<file path="config.mk">
export PLATFORM = sky130hd
export DESIGN_NAME = ofs_clk_div
export DESIGN_NICKNAME = d
export VERILOG_FILES = /design/src/rtl/ocd_pkg.sv /design/src/rtl/ocd_counter.sv /design/src/rtl/ocd_gate.sv /design/src/rtl/ocd_edge.sv /design/src/rtl/ofs_clk_div.sv
export SDC_FILE = /design/constraint.sdc
export NUM_CORES = 1
export LEC_CHECK = 0
export BUFFER_PORTS_ARGS = -buffer_cell sky130_fd_sc_hd__buf_2
export CAP_MARGIN = 25
export CORE_AREA = 2 2 39 41
export DETAILED_ROUTE_END_ITERATION = 10
export DIE_AREA = 0 0 41 43
export PLACE_DENSITY = 0.54
export SYNTH_ARGS = -nofsm -noshare
export SYNTH_HDL_FRONTEND = slang
export SYNTH_SLANG_ARGS = --single-unit
export TNS_END_PERCENT = 20
</file>
<file path="constraint.sdc">
create_clock -name clk_src_i -period 1.4 [get_ports clk_src_i]
set_input_delay 0 -clock clk_src_i [delete_from_list [all_inputs] [get_ports clk_src_i]]
set_output_delay 0 -clock clk_src_i [all_outputs]
set_load 0.1 [all_outputs]
</file>
<file path="src/rtl/ocd_pkg.sv">
`timescale 1ns/1ps
package ocd_pkg;
  // Transition point: only the counter's top bit set
  function automatic int unsigned thr_of(input int unsigned w);
    return 32'd1 << (w - 1);
  endfunction

  // Value loaded while reset is asserted
  function automatic int unsigned reload_of(input int unsigned hi, input int unsigned ofs);
    return hi - ofs;
  endfunction

  // Output level that a given counter value implies
  function automatic bit high_half(input int unsigned cnt, input int unsigned w);
    return cnt >= thr_of(w);
  endfunction

  // Legal parameter set
  function automatic bit bounds_ok(input int unsigned w, input int unsigned lo,
                                   input int unsigned hi, input int unsigned ofs);
    return (lo < thr_of(w)) && (thr_of(w) <= hi) && (hi < (32'd1 << w)) && (ofs <= hi - lo);
  endfunction
endpackage

</file>
<file path="src/rtl/ocd_counter.sv">
`timescale 1ns/1ps
module ocd_counter #(
  parameter int unsigned W   = 4,
  parameter int unsigned LO  = 2,
  parameter int unsigned HI  = 13,
  parameter int unsigned OFS = 3
) (
  input  logic         clk_i,
  input  logic         rst_n_i,
  output logic [W-1:0] cnt_o,
  output logic         at_upper_o,
  output logic         below_o,
  output logic         pre_thr_o
);
  localparam logic [W-1:0] THR_V = W'(ocd_pkg::thr_of(W));
  localparam logic [W-1:0] LO_V  = W'(LO);
  localparam logic [W-1:0] HI_V  = W'(HI);
  localparam logic [W-1:0] RLD_V = W'(ocd_pkg::reload_of(HI, OFS));
  localparam logic [W-1:0] ONE_V = W'(1);

  logic [W-1:0] cnt_q;

  always_ff @(posedge clk_i) begin
    if (!rst_n_i)        cnt_q <= RLD_V;
    else if (at_upper_o) cnt_q <= LO_V;
    else                 cnt_q <= cnt_q + ONE_V;
  end

  assign cnt_o      = cnt_q;
  assign at_upper_o = (cnt_q == HI_V);
  assign below_o    = (cnt_q < THR_V);
  assign pre_thr_o  = (cnt_q == THR_V - ONE_V);

  // wrap from the upper bound lands on the lower bound
  a_r3_wrap_to_lower: assert property (@(posedge clk_i) disable iff (!rst_n_i)
    at_upper_o |=> (cnt_q == LO_V));
  // plain step otherwise
  a_r3_step_by_one: assert property (@(posedge clk_i) disable iff (!rst_n_i)
    !at_upper_o |=> (cnt_q == $past(cnt_q) + ONE_V));
  // ready is followed by the transition point
  a_r4_ready_then_thr: assert property (@(posedge clk_i) disable iff (!rst_n_i)
    pre_thr_o |=> (cnt_q == THR_V));
endmodule

</file>
<file path="src/rtl/ocd_gate.sv">
`timescale 1ns/1ps
module ocd_gate (
  input  logic clk_i,
  input  logic rst_n_i,
  input  logic gate_i,
  input  logic below_i,
  input  logic at_upper_i,
  output logic gate_q_o
);
  logic gate_q;
  logic capture;

  // Open window: low half, plus the wrap edge
  assign capture = below_i || at_upper_i;

  always_ff @(posedge clk_i) begin
    if (!rst_n_i)     gate_q <= 1'b0;
    else if (capture) gate_q <= gate_i;
  end

  assign gate_q_o = gate_q;

  // the held gate does not move in the high half away from the wrap
  a_r5_gate_holds_high_half: assert property (@(posedge clk_i) disable iff (!rst_n_i)
    (!below_i && !at_upper_i) |=> $stable(gate_q));
  // inside the window the held gate follows the input
  a_r5_gate_follows_window: assert property (@(posedge clk_i) disable iff (!rst_n_i)
    capture |=> (gate_q == $past(gate_i)));
endmodule

</file>
<file path="src/rtl/ocd_edge.sv">
`timescale 1ns/1ps
module ocd_edge #(
  parameter int unsigned W   = 4,
  parameter int unsigned HI  = 13,
  parameter int unsigned OFS = 3
) (
  input  logic clk_i,
  input  logic rst_n_i,
  input  logic gate_i,
  input  logic gate_q_i,
  input  logic below_i,
  input  logic pre_thr_i,
  input  logic at_upper_i,
  output logic lvl_o,
  output logic rise_o,
  output logic fall_o
);
  localparam bit RLD_HIGH = ocd_pkg::high_half(ocd_pkg::reload_of(HI, OFS), W);

  logic lvl_q, rise_q, fall_q;
  logic run_rise, run_fall, rst_rise, rst_fall;

  // Rising point uses the gate sampled on this same edge
  assign run_rise = pre_thr_i && gate_i;
  assign run_fall = at_upper_i && gate_q_i;
  // Reload moving the counter across the threshold
  assign rst_rise = below_i && RLD_HIGH;
  assign rst_fall = !below_i && !RLD_HIGH;

  always_ff @(posedge clk_i) begin
    if (!rst_n_i) begin
      lvl_q  <= RLD_HIGH;
      rise_q <= rst_rise;
      fall_q <= rst_fall;
    end else begin
      rise_q <= run_rise;
      fall_q <= run_fall;
      if (run_rise)      lvl_q <= 1'b1;
      else if (run_fall) lvl_q <= 1'b0;
    end
  end

  assign lvl_o  = lvl_q;
  assign rise_o = rise_q;
  assign fall_o = fall_q;

  // a rise strobe comes with a high level
  a_r6_rise_level_high: assert property (@(posedge clk_i) disable iff (!rst_n_i)
    rise_o |-> lvl_o);
  // outside reset a rise needs the step to the threshold with gate open
  a_r6_rise_cause: assert property (@(posedge clk_i) disable iff (!rst_n_i)
    (rise_o && $past(rst_n_i)) |-> $past(pre_thr_i && gate_i));
  // a fall strobe comes with a low level
  a_r7_fall_level_low: assert property (@(posedge clk_i) disable iff (!rst_n_i)
    fall_o |-> !lvl_o);
  // never both strobes at once
  a_r2_strobes_exclusive: assert property (@(posedge clk_i) disable iff (!rst_n_i)
    !(rise_o && fall_o));
  // level moves only with a strobe
  a_r8_level_only_on_strobe: assert property (@(posedge clk_i) disable iff (!rst_n_i)
    ($past(rst_n_i) && !rise_o && !fall_o) |-> $stable(lvl_o));
endmodule

</file>
<file path="src/rtl/ofs_clk_div.sv">
`timescale 1ns/1ps
module ofs_clk_div #(
  parameter int unsigned CNT_W  = 4,
  parameter int unsigned LOWER  = 2,
  parameter int unsigned UPPER  = 13,
  parameter int unsigned OFFSET = 3
) (
  input  logic clk_src_i,
  input  logic rst_n_i,
  input  logic gate_i,
  output logic clk_div_o,
  output logic gate_en_o,
  output logic ready_o,
  output logic rise_o,
  output logic fall_o
);
  if (!ocd_pkg::bounds_ok(CNT_W, LOWER, UPPER, OFFSET)) begin : g_bad_bounds
    $error("ofs_clk_div: bounds violate LOWER < threshold <= UPPER < 2^CNT_W or OFFSET too large");
  end

  logic [CNT_W-1:0] cnt;
  logic at_upper, below, pre_thr, gate_q;

  ocd_counter #(.W(CNT_W), .LO(LOWER), .HI(UPPER), .OFS(OFFSET)) u_cnt (
    .clk_i(clk_src_i), .rst_n_i(rst_n_i), .cnt_o(cnt),
    .at_upper_o(at_upper), .below_o(below), .pre_thr_o(pre_thr)
  );

  ocd_gate u_gate (
    .clk_i(clk_src_i), .rst_n_i(rst_n_i), .gate_i(gate_i),
    .below_i(below), .at_upper_i(at_upper), .gate_q_o(gate_q)
  );

  ocd_edge #(.W(CNT_W), .HI(UPPER), .OFS(OFFSET)) u_edge (
    .clk_i(clk_src_i), .rst_n_i(rst_n_i), .gate_i(gate_i), .gate_q_i(gate_q),
    .below_i(below), .pre_thr_i(pre_thr), .at_upper_i(at_upper),
    .lvl_o(clk_div_o), .rise_o(rise_o), .fall_o(fall_o)
  );

  assign gate_en_o = gate_q;
  assign ready_o   = pre_thr;

  // reload value is seen after a reset edge
  a_r1_reload: assert property (@(posedge clk_src_i)
    $past(!rst_n_i) |-> (gate_en_o == 1'b0 && !ready_o &&
                         cnt == CNT_W'(ocd_pkg::reload_of(UPPER, OFFSET))));
endmodule

</file>
Word level (Yosys, flattened, before mapping). Index checks and enable logic that the tools add are counted.

Word-level logic and storage cells: 18. Input port bits: 3. Output and inout bits: 5. Flip-flop bits (word level): 8.

$add $sub $neg: 1. Order comparisons: 1. Reduce and logical (&&, ||, !) cells: 5. Muxes and demuxes: 2. Bitwise logic cells: 1. Equal/unequal tests: 2.

Operator list (count): $add A4 B1 Y4 const B (1); $eq A4 B3 Y1 const B (1); $eq A4 B4 Y1 const B (1); $lt A4 B4 Y1 const B (1); $mux W4 (1); $reduce_or A2 Y1 (2); $logic_and A1 B1 Y1 (2); $logic_or A1 B1 Y1 (1); $mux W1 (1); $not A1 Y1 (1).

Logic depth before layout (Yosys ltp).
Depth after elaboration: 3. Mapped depth: 5. Gate-level depth less buffers: 5.

Modules after synthesis. From an unflattened synthesis, not the netlist that was laid out.

Cells, all modules: 36. Area total of the unflattened synthesis: 325.3 sq um.

By module, submodules not included: ocd_counter (cells each 22, area each 191.4 sq um, times used 1, seq. area each 80.1 sq um); ocd_edge (cells each 10, area each 95.1 sq um, times used 1, seq. area each 60.1 sq um); ocd_gate (cells each 4, area each 38.8 sq um, times used 1, seq. area each 20.0 sq um).

Worst setup path before layout. No wires, ideal clock.

Kind: register to register. Start point: register u_cnt.cnt_q[0], in the netlist u_cnt.cnt_o[0]. End point: register u_edge.rise_q, in the netlist u_edge.rise_o. Path slack: -0.337 ns. Clock period less this slack: 1.737 ns. Required time: 1.330 ns. Cell stages (with the launch flop): 5. Path buffers: 0. Arrival time: 1.666 ns. Library setup time: 0.070 ns. Path through: dfxtp_1 -> ha_1 -> and3b_1 -> nand2_1 -> a21oi_1.

Word-level cells in the longest chain between the ends: 3. Elaborated cells on any way between the ends: 4. Those cells by class: 1 x order compare; 1 x eq/ne; 1 x mux; 1 x reduce/logical.

RTL lines: start: declaration (RTL line ocd_counter.sv:21) `logic [W-1:0] cnt_q;`; start signal: assignment (RTL line ocd_counter.sv:26) `else cnt_q <= cnt_q + ONE_V;`; $eq A4 B3 Y1 (RTL line ocd_counter.sv:32) `assign pre_thr_o = (cnt_q == THR_V - ONE_V);`; net ready_o (RTL line ofs_clk_div.sv:13) `output logic ready_o,`; $logic_and A1 B1 Y1 (RTL line ocd_edge.sv:24) `assign run_rise = pre_thr_i && gate_i;`; $mux W1 (RTL line ocd_edge.sv:31) `if (!rst_n_i) begin`; end signal: assignment (RTL line ocd_edge.sv:33) `rise_q <= rst_rise;`; end signal: assignment (RTL line ocd_edge.sv:36) `rise_q <= run_rise;`; end: declaration (RTL line ocd_edge.sv:20) `logic lvl_q, rise_q, fall_q;`.

The timed path passes the listed nets, and every way through them passes these cells. A chain may end at the register's enable or synchronous reset.

Final worst setup path.
Start point: register u_cnt.cnt_q[0], in the netlist u_cnt.cnt_o[0]. End point: output ready_o.

Word-level cells in the longest chain between the ends: 1.

RTL lines (RTL line): $eq A4 B3 Y1 (ocd_counter.sv:32); end: declaration (ofs_clk_div.sv:13).

Every way passes these cells.

==> results by group <==
Outcome
  • Status: finished clean

Global routing
  • Initial antenna violation count: 0
  • GR Overflow Total: 0
  • First-pass GRT wire length: 959 um
  • Total GRT Usage: 0.08652
  • Largest net degree at the start of global routing: 8
  • Vias in the first global route: 252

Power
  • Internal Power: 0.3640 mW
  • Net Sw Frac: 0.2610
  • Logic pwr share: 0.134
  • Sequential power share: 0.517
  • Peak supply drop: 0.0002718 V
  • Tot Pwr: 0.4925 mW
  • Clock power frac: 0.349
  • Net Sw Power: 0.1285 mW
  • PwrDens: 1144 nW/um^2
  • Leak: 0.2011 nW

Drt
  • DR pass1 iterations: 1
  • WL final: 631 um
  • DR WL/cell: 10.18 um
  • DRC: 0
  • Via-to-Cell Ratio: 4.274
  • Antenna Nets Post-Route: 0
  • Initial drt markers: 0
  • Vias: 265

Flow run
  • Max Cap Violations: 0

Timing
  • Setup_tns: 0 ps
  • Max Transition Viols Final: 0
  • Final hold violations: 0
  • Least-Margin Pin Slew: 484.2 ps
  • Slew headroom: 0.6794
  • Clock period minus worst slack: 1279 ps
  • Tcrit/Tclk final: 0.9136
  • Clock Skew: 1.973 ps
  • RSZ-0062 raised after global routing: no
  • Endpoints failing setup: 0
  • Fmax: 781.9 MHz

Floorplan
  • Die Y-Extent: 43 um
  • Num rows: 14
  • I/O pin total: 8
  • Initial Utilization: 0.2278
  • Core Region: 1384 sq um
  • Die W: 41 um
  • Die ar.: 1763 sq um

Clocking
  • Cts bufs inserted: 3
  • Clock transition at path regs: 50 ps
  • Max clock buf depth: 2
  • CTS H-tree depth: 1
  • Post-CTS Repair Setup Buffers: 0
  • TritonCTS clock tree: done
  • Root Driver: clkbuf_4
  • CTS sink count: 8
  • Worst-Skew Late Latency: 250 ps

Synthesis
  • Ys Warns: 0
  • Post-synth EDFFs: 0
  • Top cells by area, synth: dfxtp_1, ha_1, a21oi_1, nand3_1, nand2_1
  • Sequential share of the synthesized area: 0.5079
  • Post-Syn Area: 315.3 sq um
  • Top FF cell, synth: dfxtp_1
  • Yosys cell types: 15
  • Leading area contributor after synthesis: dfxtp_1
  • Most frequent cells after synthesis: dfxtp_1, nand2_1, a21oi_1, inv_1, nand3_1
  • Syn Area/Cell: 9.274 sq um
  • Post-Syn Instances: 34
  • Yosys reg bits: 8
  • Most numerous cell in the Yosys netlist: dfxtp_1
  • Syn_nets: 39
  • Asr flop ratio synth: 0
  • Yosys top cell area share: 0.5079

Min path
  • Hold Crit Class: register to register

Setup path
  • Setup CP Type: register to output pin
  • Critical Path Max Stage Delay: 400 ps
  • Startpoint class of the critical path: register
  • Max Fanout on Critical Path: 5
  • Setup crit end kind: output pin
  • Buf/Inv on CP: 1
  • Delay-heaviest family, CP: flip-flops
  • Critical Path, Cell by Cell: ha_1 -> and3b_2 -> buf_12
  • CP required: 1400 ps
  • Slowest cell on crit path: dfxtp_1
  • Arrival @ worst endpoint: 1280 ps

Placement
  • Detailed placer's ending HPWL: 494.7 um
  • Input/output buffers: 7
  • Placer Congestion: 0.6665
  • Post-DP Area: 387.9 sq um

Finish
  • Antenna fix cells: 0
  • Fin util: 0.3110
  • Final nets: 53
  • Finished Cell Area: 430.4 sq um
  • Area Overhead vs Synth: 36.51%
  • # fillers: 145
  • Share of layout cells above drive strength 1: 0.3043
==> layout by cell type (no fill, tap or decap) <==
master         instances
nand2_1                4
a21oi_1                3
clkbuf_4               3
buf_12                 1
nor3_1                 1
ha_1                   2
dfxtp_2                1
nand3_1                3
o311ai_1               1
a21boi_2               1
inv_2                  1
nor2_1                 2
a211o_1                1
mux2i_1                1
dlygate4sd3_1          2
and3b_2                1
o21ai_1                2
buf_2                  6
inv_1                  3
dfxtp_1                7
==> cells by family (layout without fill, tap and decap cells) <==
group | Yosys count | count (layout) | share of synthesized area
adder cells (fa/ha/maj) | 2 | 2 | 0.07935
AO/OA/AOI/OAI | 8 | 8 | 0.1706
multiplexers | 1 | 1 | 0.03175
buffers and inverters | 4 | 16 | 0.04761
flip-flops | 8 | 8 | 0.5079
AND/OR/NAND/NOR | 11 | 11 | 0.1627
==> power groups by stage <==
stage                     combinational [mW]  sequential, mW  clock, mW
final                                 0.0659           0.255      0.172
after detailed placement              0.0622           0.260          0
after floorplan                       0.0327           0.272          0
after global placement                0.0627           0.258          0
after CTS                             0.0671           0.255      0.186
after global routing                  0.0723           0.257      0.198
==> sequential cells by signal (all words and copies together), names as in the netlist <==
name,cells
u_cnt.cnt_o,4
u_edge.fall_o,1
u_edge.lvl_o,1
u_edge.rise_o,1
u_gate.gate_q_o,1
==> worst paths after layout <==
| path | depth (start not counted) | slack [ps] | to | from |
|---|---|---|---|---|
| min | 2 | 470 | u_edge.lvl_o | u_edge.lvl_o |
| min reg2reg | 2 | 470 | u_edge.lvl_o | u_edge.lvl_o |
| max | 3 | 120 | ready_o | u_cnt.cnt_o[0] |
| max reg2reg | 5 | 240 | u_gate.gate_q_o | u_cnt.cnt_o[1] |
==> worst reg2reg max path, cell delays in order (launching register included) <==
cell and delay, ps:
dfxtp_1 370, inv_1 60, ha_1 220, a21boi_2 170, mux2i_1 190, nor2_1 50
==> per-stage QoR <==
stage | instances | setup WS [ps] | hold slack (ps)
after floorplan | 34 | -5.868 | 71.83
after global placement | 57 | 235.1 | 240.4
after detailed placement | 57 | 225.3 | 240.1
after CTS | 62 | 105.5 | 483.3
after global routing | 62 | 56.38 | 504.4
final | 62 | 121.0 | 474.3
==> per-layer routing <==
| metal | global-route usage | vias up | share of wire |
|---|---|---|---|
| li1 | - | 143 | - |
| met1 | 0.08738 | 112 | 0.43 |
| met2 | 0.1281 | 8 | 0.47 |
| met3 | 0.01571 | 2 | 0.076 |
| met4 | 0.1000 | 0 | 0.016 |
| met5 | 0 | - | 0 |
==> cell type report <==
cell class	instances	area [sq um]	area share
Sequential cell	8	161.4	0.3750
Timing Repair Buffer	9	70.07	0.1628
Clock buffer	3	22.52	0.05233
Tap cell	16	20.02	0.04651
Inverter	4	15.01	0.03488
Multi-Input combinational cell	22	141.4	0.3285
==> what timing repair did <==
| item | in CTS | in global routing |
|---|---|---|
| setup endpoints to repair | 0 | 0 |
| endpoints found under the hold margin | 4 | 0 |
| resized for setup | 0 | 0 |
| hold buffers | 2 | 0 |
Note: power is estimated with default switching activity, not from simulation.
